[src/rtl/fsc_pkg.sv]
package fsc_pkg;
    localparam logic [1:0] CODE_STARVE = 2'b00;
    localparam logic [1:0] CODE_HUNGRY = 2'b01;
    localparam logic [1:0] CODE_SATIS  = 2'b10;
    localparam logic [1:0] CODE_FRAME  = 2'b11;
    localparam logic [1:0] DIP_SEED    = 2'b11;

    typedef enum logic {PH_HUNT, PH_COLLECT} phase_e;

    // one step of the diagonal parity: swap the bits, then fold in the word
    function automatic logic [1:0] dip_step(input logic [1:0] acc, input logic [1:0] w);
        return {acc[0], acc[1]} ^ w;
    endfunction
endpackage

[src/rtl/fsc_stat_rx.sv]
module fsc_stat_rx
    import fsc_pkg::*;
#(
    parameter int NPORTS = 10,
    parameter int CALW   = $clog2(NPORTS + 1),
    parameter int PW     = $clog2(NPORTS)
) (
    input  logic                   clk,
    input  logic                   rst_n,
    input  logic                   stat_en_i,
    input  logic [1:0]             stat_i,
    input  logic [CALW-1:0]        cal_len_i,
    output logic                   commit_o,
    output logic                   err_o,
    output logic [NPORTS-1:0][1:0] shadow_o,
    output logic [NPORTS-1:0]      upd_o
);
    typedef struct packed {
        phase_e                   phase;
        logic [CALW-1:0]          slot;
        logic [1:0]               acc;
        logic [NPORTS-1:0][1:0]   shadow;
    } rx_s;

    localparam logic [CALW-1:0] FULL_CAL = CALW'(NPORTS);

    rx_s q, d;
    logic [CALW-1:0] cal_eff;
    logic [PW-1:0]   sidx;

    always_comb begin
        d        = q;
        commit_o = 1'b0;
        err_o    = 1'b0;
        cal_eff  = (cal_len_i == '0 || cal_len_i > FULL_CAL) ? FULL_CAL : cal_len_i;
        sidx     = q.slot[PW-1:0];
        if (stat_en_i) begin
            unique case (q.phase)
                PH_HUNT: begin
                    if (stat_i == CODE_FRAME) begin
                        d.phase = PH_COLLECT;
                        d.slot  = '0;
                        d.acc   = DIP_SEED;
                    end
                end
                PH_COLLECT: begin
                    if (q.slot < cal_eff) begin
                        if (stat_i == CODE_FRAME) begin
                            d.slot = '0;
                            d.acc  = DIP_SEED;
                        end else begin
                            d.shadow[sidx] = stat_i;
                            d.acc          = dip_step(q.acc, stat_i);
                            d.slot         = q.slot + 1'b1;
                        end
                    end else begin
                        if (stat_i == q.acc) commit_o = 1'b1;
                        else                 err_o    = 1'b1;
                        d.phase = PH_HUNT;
                        d.slot  = '0;
                    end
                end
                default: d.phase = PH_HUNT;
            endcase
        end
    end

    always_ff @(posedge clk) begin
        if (!rst_n) begin
            q.phase  <= PH_HUNT;
            q.slot   <= '0;
            q.acc    <= DIP_SEED;
            q.shadow <= {NPORTS{CODE_SATIS}};
        end else begin
            q <= d;
        end
    end

    assign shadow_o = q.shadow;

    for (genvar g = 0; g < NPORTS; g++) begin : g_mask
        assign upd_o[g] = (CALW'(g) < cal_eff);
    end

    p_excl_r6: assert property (@(posedge clk) disable iff (!rst_n)
        !(commit_o && err_o));
    p_slot_bound_r2: assert property (@(posedge clk) disable iff (!rst_n)
        q.slot <= FULL_CAL);
    p_hunt_quiet_r2: assert property (@(posedge clk) disable iff (!rst_n)
        (q.phase == PH_HUNT) |-> !(commit_o || err_o));
    p_idle_hold_r11: assert property (@(posedge clk) disable iff (!rst_n)
        !stat_en_i |=> $stable(q));
endmodule

[src/rtl/fsc_credit_bank.sv]
module fsc_credit_bank
    import fsc_pkg::*;
#(
    parameter int NPORTS = 10,
    parameter int CW     = 8,
    parameter int PW     = $clog2(NPORTS)
) (
    input  logic                    clk,
    input  logic                    rst_n,
    input  logic                    commit_i,
    input  logic                    err_i,
    input  logic [NPORTS-1:0][1:0]  shadow_i,
    input  logic [NPORTS-1:0]       upd_i,
    input  logic [CW-1:0]           mb1_i,
    input  logic [CW-1:0]           mb2_i,
    input  logic                    take_vld_i,
    input  logic [PW-1:0]           take_port_i,
    output logic [NPORTS-1:0][CW-1:0] cred_o,
    output logic [NPORTS-1:0][1:0]  st_o,
    output logic                    ok_o,
    output logic                    err_o
);
    typedef struct packed {
        logic [NPORTS-1:0][CW-1:0] cred;
        logic [NPORTS-1:0][1:0]    st;
        logic                      ok;
        logic                      err;
    } bank_s;

    bank_s q, d;

    always_comb begin
        d     = q;
        d.ok  = commit_i;
        d.err = err_i;
        for (int i = 0; i < NPORTS; i++) begin
            if (err_i) begin
                d.cred[i] = '0;
                d.st[i]   = CODE_SATIS;
            end else if (commit_i && upd_i[i]) begin
                d.st[i] = shadow_i[i];
                unique case (shadow_i[i])
                    CODE_STARVE: d.cred[i] = mb1_i;
                    CODE_HUNGRY: d.cred[i] = mb2_i;
                    default:     d.cred[i] = '0;
                endcase
            end else if (take_vld_i && take_port_i == PW'(i) && q.cred[i] != '0) begin
                d.cred[i] = q.cred[i] - 1'b1;
            end
        end
    end

    always_ff @(posedge clk) begin
        if (!rst_n) begin
            q.cred <= '0;
            q.st   <= {NPORTS{CODE_SATIS}};
            q.ok   <= 1'b0;
            q.err  <= 1'b0;
        end else begin
            q <= d;
        end
    end

    assign cred_o = q.cred;
    assign st_o   = q.st;
    assign ok_o   = q.ok;
    assign err_o  = q.err;

    p_flush_r6: assert property (@(posedge clk) disable iff (!rst_n)
        err_i |=> (q.cred == '0 && q.st == {NPORTS{CODE_SATIS}}));

    for (genvar g = 0; g < NPORTS; g++) begin : g_chk
        p_step_r8: assert property (@(posedge clk) disable iff (!rst_n)
            (!commit_i && !err_i) |=>
            (q.cred[g] == $past(q.cred[g]) || q.cred[g] == $past(q.cred[g]) - 1'b1));
        p_hold_r7: assert property (@(posedge clk) disable iff (!rst_n)
            (!commit_i && !err_i && !take_vld_i) |=> $stable(q.cred[g]));
    end
endmodule

[src/rtl/fifo_stat_credit.sv]
module fifo_stat_credit #(
    parameter int NPORTS = 10,
    parameter int CW     = 8,
    parameter int CALW   = $clog2(NPORTS + 1),
    parameter int PW     = $clog2(NPORTS)
) (
    input  logic                 clk,
    input  logic                 rst_n,
    input  logic                 stat_en_i,
    input  logic [1:0]           stat_i,
    input  logic [CALW-1:0]      cal_len_i,
    input  logic [CW-1:0]        mb1_i,
    input  logic [CW-1:0]        mb2_i,
    input  logic                 take_vld_i,
    input  logic [PW-1:0]        take_port_i,
    output logic [NPORTS*CW-1:0] credit_o,
    output logic [NPORTS*2-1:0]  pstat_o,
    output logic                 cycle_ok_o,
    output logic                 dip_err_o
);
    logic                      commit, err;
    logic [NPORTS-1:0][1:0]    shadow;
    logic [NPORTS-1:0]         upd;
    logic [NPORTS-1:0][CW-1:0] cred;
    logic [NPORTS-1:0][1:0]    st;

    fsc_stat_rx #(.NPORTS(NPORTS), .CALW(CALW), .PW(PW)) i_rx (
        .clk(clk), .rst_n(rst_n), .stat_en_i(stat_en_i), .stat_i(stat_i),
        .cal_len_i(cal_len_i), .commit_o(commit), .err_o(err),
        .shadow_o(shadow), .upd_o(upd)
    );

    fsc_credit_bank #(.NPORTS(NPORTS), .CW(CW), .PW(PW)) i_bank (
        .clk(clk), .rst_n(rst_n), .commit_i(commit), .err_i(err),
        .shadow_i(shadow), .upd_i(upd), .mb1_i(mb1_i), .mb2_i(mb2_i),
        .take_vld_i(take_vld_i), .take_port_i(take_port_i),
        .cred_o(cred), .st_o(st), .ok_o(cycle_ok_o), .err_o(dip_err_o)
    );

    for (genvar g = 0; g < NPORTS; g++) begin : g_flat
        assign credit_o[g*CW +: CW] = cred[g];
        assign pstat_o[g*2 +: 2]    = st[g];
    end

    p_pulse_excl_r4: assert property (@(posedge clk) disable iff (!rst_n)
        !(cycle_ok_o && dip_err_o));
endmodule

[config.mk]
export PLATFORM = sky130hd
export DESIGN_NAME = fifo_stat_credit
export DESIGN_NICKNAME = d
export VERILOG_FILES = /design/src/rtl/fsc_pkg.sv /design/src/rtl/fsc_stat_rx.sv /design/src/rtl/fsc_credit_bank.sv /design/src/rtl/fifo_stat_credit.sv
export SDC_FILE = /design/constraint.sdc
export NUM_CORES = 1
export LEC_CHECK = 0
export BUFFER_PORTS_ARGS = -buffer_cell sky130_fd_sc_hd__buf_2
export CORE_ASPECT_RATIO = 1.1
export CORE_MARGIN = 2
export CORE_UTILIZATION = 58
export CTS_CLUSTER_DIAMETER = 40
export DETAILED_ROUTE_END_ITERATION = 8
export PLACE_DENSITY = 0.82
export REMOVE_ABC_BUFFERS = 1
export SLEW_MARGIN = 20
export SYNTH_ARGS = -nofsm -noshare
export SYNTH_HDL_FRONTEND = slang
export SYNTH_SLANG_ARGS = --single-unit
[constraint.sdc]
create_clock -name clk -period 3.5 [get_ports clk]
set_clock_uncertainty 0.2 [all_clocks]
set_input_delay 0.7 -clock clk [delete_from_list [all_inputs] [get_ports clk]]
set_output_delay 0.7 -clock clk [all_outputs]
set_load 0.03 [all_outputs]
## After elaboration in Yosys (flattened, before gate mapping)

Cells that the tools add are included.

- Bits in registers: 129
- Input port bits: 30
- Output and inout port bits: 102
- Logic and storage cells: 204

- Add/subtract/negate cells: 11
- $lt $le $gt $ge: 14
- Equal/unequal tests: 23
- Mux-type cells: 49
- Bitwise logic cells: 4
- Reductions and logical operators: 68

Operators by type and width:

| cell | count |
|---|---|
| two-way mux 8 bit | 20 |
| one-hot mux 8 bit (2 select lines) | 10 |
| nonzero test 8 bit | 10 |
| subtractor 8 x 1 -> 8 bit (second input constant) | 10 |
| logical AND 1 bit | 31 |
| two-way mux 22 bit | 1 |
| bitwise mux 20 bit | 1 |
| equality test 2 x 1 -> 1 bit (second input constant) | 10 |
| logical NOT 2 bit | 10 |
| two-way mux 20 bit | 1 |
| nonzero test 2 bit | 10 |
| equality test 4 x 3 -> 1 bit (second input constant) | 4 |
| less-than comparator 3 x 4 -> 1 bit (first input constant) | 4 |
| one-hot mux 7 bit (2 select lines) | 1 |
| two-way mux 1 bit | 9 |
| demux 2 bit (select 4 bit) | 1 |
| equality test 4 x 2 -> 1 bit (second input constant) | 2 |
| equality test 4 bit (second input constant) | 2 |
| logical NOT 4 bit | 2 |
| less-than comparator 1 x 4 -> 1 bit (first input constant) | 2 |
| less-than comparator 2 x 4 -> 1 bit (first input constant) | 2 |
| less-than comparator 4 bit (first input constant) | 2 |
| two-way mux 4 bit | 2 |
| two-way mux 7 bit | 1 |
| 19 further kinds | 21 |

## Logic depth before layout (Yosys ltp)

- Depth after elaboration: 9
- Gate-level depth with buffers: 11
- Mapped depth without buffers: 8

## Modules after synthesis

Synthesis repeated with hierarchy kept, for this count alone.

- Cells, all modules: 977
- Area total of the unflattened synthesis: 8,082.8 sq um

By module, submodules not included:

| module | times used | cells each | area each (sq um) |
|---|---|---|---|
| fsc_credit_bank | 1 | 785 | 6,398.6 |
| fsc_stat_rx | 1 | 192 | 1,684.1 |

## Worst setup path before layout

No wires, ideal clock.

- Kind: in2reg
- From: input port cal_len_i[0]
- To: register, netlist name i_bank.st_o[19]
- Setup time: 0.141 ns
- Data arrival time: 2.947 ns
- Path slack: 0.212 ns
- Stages: 10
- Cells stage by stage: buf_6 -> nor3_1 -> nor2_1 -> ha_1 -> a211oi_1 -> o211ai_2 -> a31oi_1 -> clkbuf_1 -> clkbuf_1 -> o211ai_1

- Word-level cells in the longest chain between the ends: 8
- Elaborated cells on any way between the ends: 14

RTL lines:

| item | line | text |
|---|---|---|
| start: declaration | fifo_stat_credit.sv:11 | `input logic [CALW-1:0] cal_len_i,` |
| greater-than comparator 4 bit / logical NOT 4 bit (equally long branches) | fsc_stat_rx.sv:35 | `cal_eff = (cal_len_i == '0 \|\| cal_len_i > FULL_CAL) ? FULL_CAL : cal_len_i;` |
| logical OR 1 bit | fsc_stat_rx.sv:35 |  |
| two-way mux 4 bit * | fsc_stat_rx.sv:35 |  |
| less-than comparator 4 bit | fsc_stat_rx.sv:47 | `if (q.slot < cal_eff) begin` |
| two-way mux 1 bit | fsc_stat_rx.sv:47 |  |
| two-way mux 1 bit | fsc_stat_rx.sv:38 | `unique case (q.phase)` |
| two-way mux 1 bit | fsc_stat_rx.sv:37 | `if (stat_en_i) begin` |
| OR reduction 2 bit (no line) / logical AND 1 bit (equally long branches) | - |  |

Every way passes the cells marked *; elsewhere a longest branch is shown, timed or not.
A chain may end at the register's enable or synchronous reset.

## Worst setup path in the final report

- From: input port cal_len_i[0]
- To: register, netlist name i_bank.cred_o[70]

- Word-level cells in the longest chain between the ends: 9
- Elaborated cells on any way between the ends: 16

RTL lines:

| item | line | text |
|---|---|---|
| greater-than comparator 4 bit / logical NOT 4 bit (equally long branches) | fsc_stat_rx.sv:35 |  |
| logical OR 1 bit | fsc_stat_rx.sv:35 |  |
| two-way mux 4 bit * | fsc_stat_rx.sv:35 |  |
| less-than comparator 4 bit | fsc_stat_rx.sv:47 |  |
| two-way mux 1 bit | fsc_stat_rx.sv:47 |  |
| two-way mux 1 bit | fsc_stat_rx.sv:38 |  |
| two-way mux 1 bit | fsc_stat_rx.sv:37 |  |
| logical AND 1 bit | fsc_credit_bank.sv:40 | `end else if (commit_i && upd_i[i]) begin` |
| two-way mux 8 bit / nonzero test 2 bit (equally long branches) | - |  |

Marked as above.

==> reports/metrics.cfg <==
[finish]
design_area_um2=9620
nNetsFinal=1177
fillers=1110
drive_gt1_share_pct=19.0
syn_to_final_growth_pct=17.1

[clocking]
clock-sinks=129
clk_path_buf_depth=2
cts-root-buf=clkbuf_16
cts.repair.resized=0
cts_max_level=4
cts_buffers=17
cts_hold_buf=0
cts_setup_buffers=0
cts_tree=yes
clkTransAtPathRegs_ps=60
insertion_delay_ps=430

[synthesis]
synth_cells=1016
synth_cell_types=62
synth_ff_type=dfxtp_1
ys_ff_latch=129
synth_edf_count=0
netlist_area_um2=8210
ys_seq_area_share_pct=31.4
avgSynthCellArea_um2=8.08
ys_warn_count=0
async_flop_share_pct=0

[pwr]
power_uw=3420
clkPwrFrac_pct=49.0
p_leak_uw=0.00384
ir_worst_vdd_uv=230
power_switching_uw=870
power.density_nw_per_um2=356
swShare_pct=25.4
p_int_uw=2550
seqPwrFrac_pct=43.2
p_comb_share_pct=7.8

[drt]
avgRoutedWirePerCell_um=19.1
ant_nets=0
drt_first_iter_violations=592
vias_per_cell=6.21
wl_um=25200
dr.pass1.iters=5
remaining_drc_errors=0
num_vias=8214

[die]
fp.dieH_um=129
coreArea_um2=13800
die_w_um=117
num_rows=45
die_area_um2=15100
boundaryPins=132
start_util_pct=59.5

[min_path]
worstHoldPathType=reg2reg

[setup_path]
slowest_delay_ps=640
crit_type=in2reg
critPathTopFamily=simple AND/OR/NAND/NOR gates
worstPathMaxFanout=20
crit_slowest_cell=or4_4
worstPathRequired_ps=3650
critPathLaunchType=input port
crit_buf_inv=1
arrival_ps=3220
cp_cell_sequence=buf_2 > nor3_1 > nor2_1 > ha_1 > a211oi_1 > o211a_4 > or4_4 > or4_1 > a21oi_1
crit_path_end_kind=flip-flop

[timing]
drv_slew=0
max_freq_mhz=326
tns_ps=0
fin_crit_sh_pct=87.6
setup_violations=0
min_period_ps=3070
hold_viol=0
whs_ps=249
max_slew.worst_pin.slew_ps=831
rsz0062_at_grt=false
maxSlewHeadroom_pct=44.2

[global_routing]
gr-usage-all-layers_pct=32.6
grt_pass1_vias=7482
grt_max_degree=50
grt_pass1_wl_um=38700
grt_overflow=0
antenna_found_initial=1

[placement]
dpl_cell_area_um2=9070
finalWeightedCongestion=0.930
portBuffers=131
hpwl_um=17100

[flow_run]
drv_cap=0

[run_status]
status=finished, final reports clean

-- layout by cell type, fill, tap and decap left out, types with 7 or more instances in the layout --
master and instances:
buf_2 131, dfxtp_1 129, mux2i_1 115, nor2_1 104, nand2_1 79, a21oi_1 69
o21ai_0 56, inv_1 33, xor2_1 31, buf_4 31, nand3_1 30, nor3_1 28
xnor2_1 27, ha_1 27, nor4_1 20, clkbuf_16 17, or3_1 16, a211oi_1 15
nand4_1 15, or4_1 15, o211ai_1 11, and3_1 11, nor3b_1 9, o211a_1 8
nand3b_1 8, o22ai_1 7, clkinv_2 7
-- metrics by stage --
stage               util [%]  cells  setup WS (ps)
floorplan                  -    938          -1580
global placement        65.7   1289            121
detailed placement      65.7   1289           75.9
CTS                     69.7   1321            462
global route            69.7   1322            205
finish                  69.7   1322            435
-- metal layers --
metal	share of wire, %	track usage, %	vias up
met5	0	0	-
li1	-	-	3862
met4	5.9	20.6	0
met2	45	53.8	445
met3	9.8	7.98	113
met1	39	38.6	3794
-- cells in the mapped netlist (all sizes together), types with 16 or more instances --
library cell,number,area [um^2]
dfxtp,129,2580
mux2i,115,1150
nor2,104,390
nand2,79,297
a21oi,69,345
clkbuf,60,226
o21ai,57,285
inv,33,124
xor2,31,272
nand3,30,150
nor3,28,140
ha,27,338
xnor2,27,236
nor4,21,138
buf,18,90.1
a211oi,17,138
or3,16,100
or4,16,124
-- worst reg2reg max path, cell delays in order (launching register included) --
cell      delay (ps)
dfxtp_1          390
ha_1             370
o211ai_1         160
o211a_4          210
or4_4            640
or4_1            560
a21oi_1          170
-- power groups by stage --
stage                     clock, uW  sequential [uW]  combinational [uW]
after floorplan                   0             1510                 113
after global placement            0             1510                 253
after detailed placement          0             1510                 255
after CTS                      1680             1480                 257
after global routing           1750             1480                 278
final                          1680             1480                 268
-- area by class of cell --
type / instances / area, um^2 / share of cell area [%]
clock buffer: 21 / 460 / 4.79
timing repair buffer: 163 / 908 / 9.44
tap: 188 / 235 / 2.45
antenna: 1 / 2.50 / 0.0260
multi-input combinational: 776 / 5220 / 54.2
sequential: 129 / 2580 / 26.8
inverter: 33 / 124 / 1.29
clock inverter: 11 / 88.8 / 0.924
-- logic make-up after synthesis --
kind of cell | after synthesis | share of synthesized area [%]
and+or+nand+nor | 374 | 23.4
DFF | 129 | 31.4
buffers and inverters | 111 | 5.36
AOI/OAI and AO/OA | 200 | 15.2
adders and majority gates | 27 | 4.11
xor gates and xnor gates | 58 | 6.19
muxes | 117 | 14.3
-- worst paths after layout --
kind | start | end | slack (ps) | cells after the start
min | i_bank.st_o[14] | i_bank.st_o[14] | 250 | 2
min reg2reg | i_bank.st_o[14] | i_bank.st_o[14] | 250 | 2
max | cal_len_i[0] | i_bank.cred_o[70] | 430 | 9
max reg2reg | i_rx.sidx[1] | i_bank.cred_o[70] | 720 | 6
(Power assumes the default switching activity.)
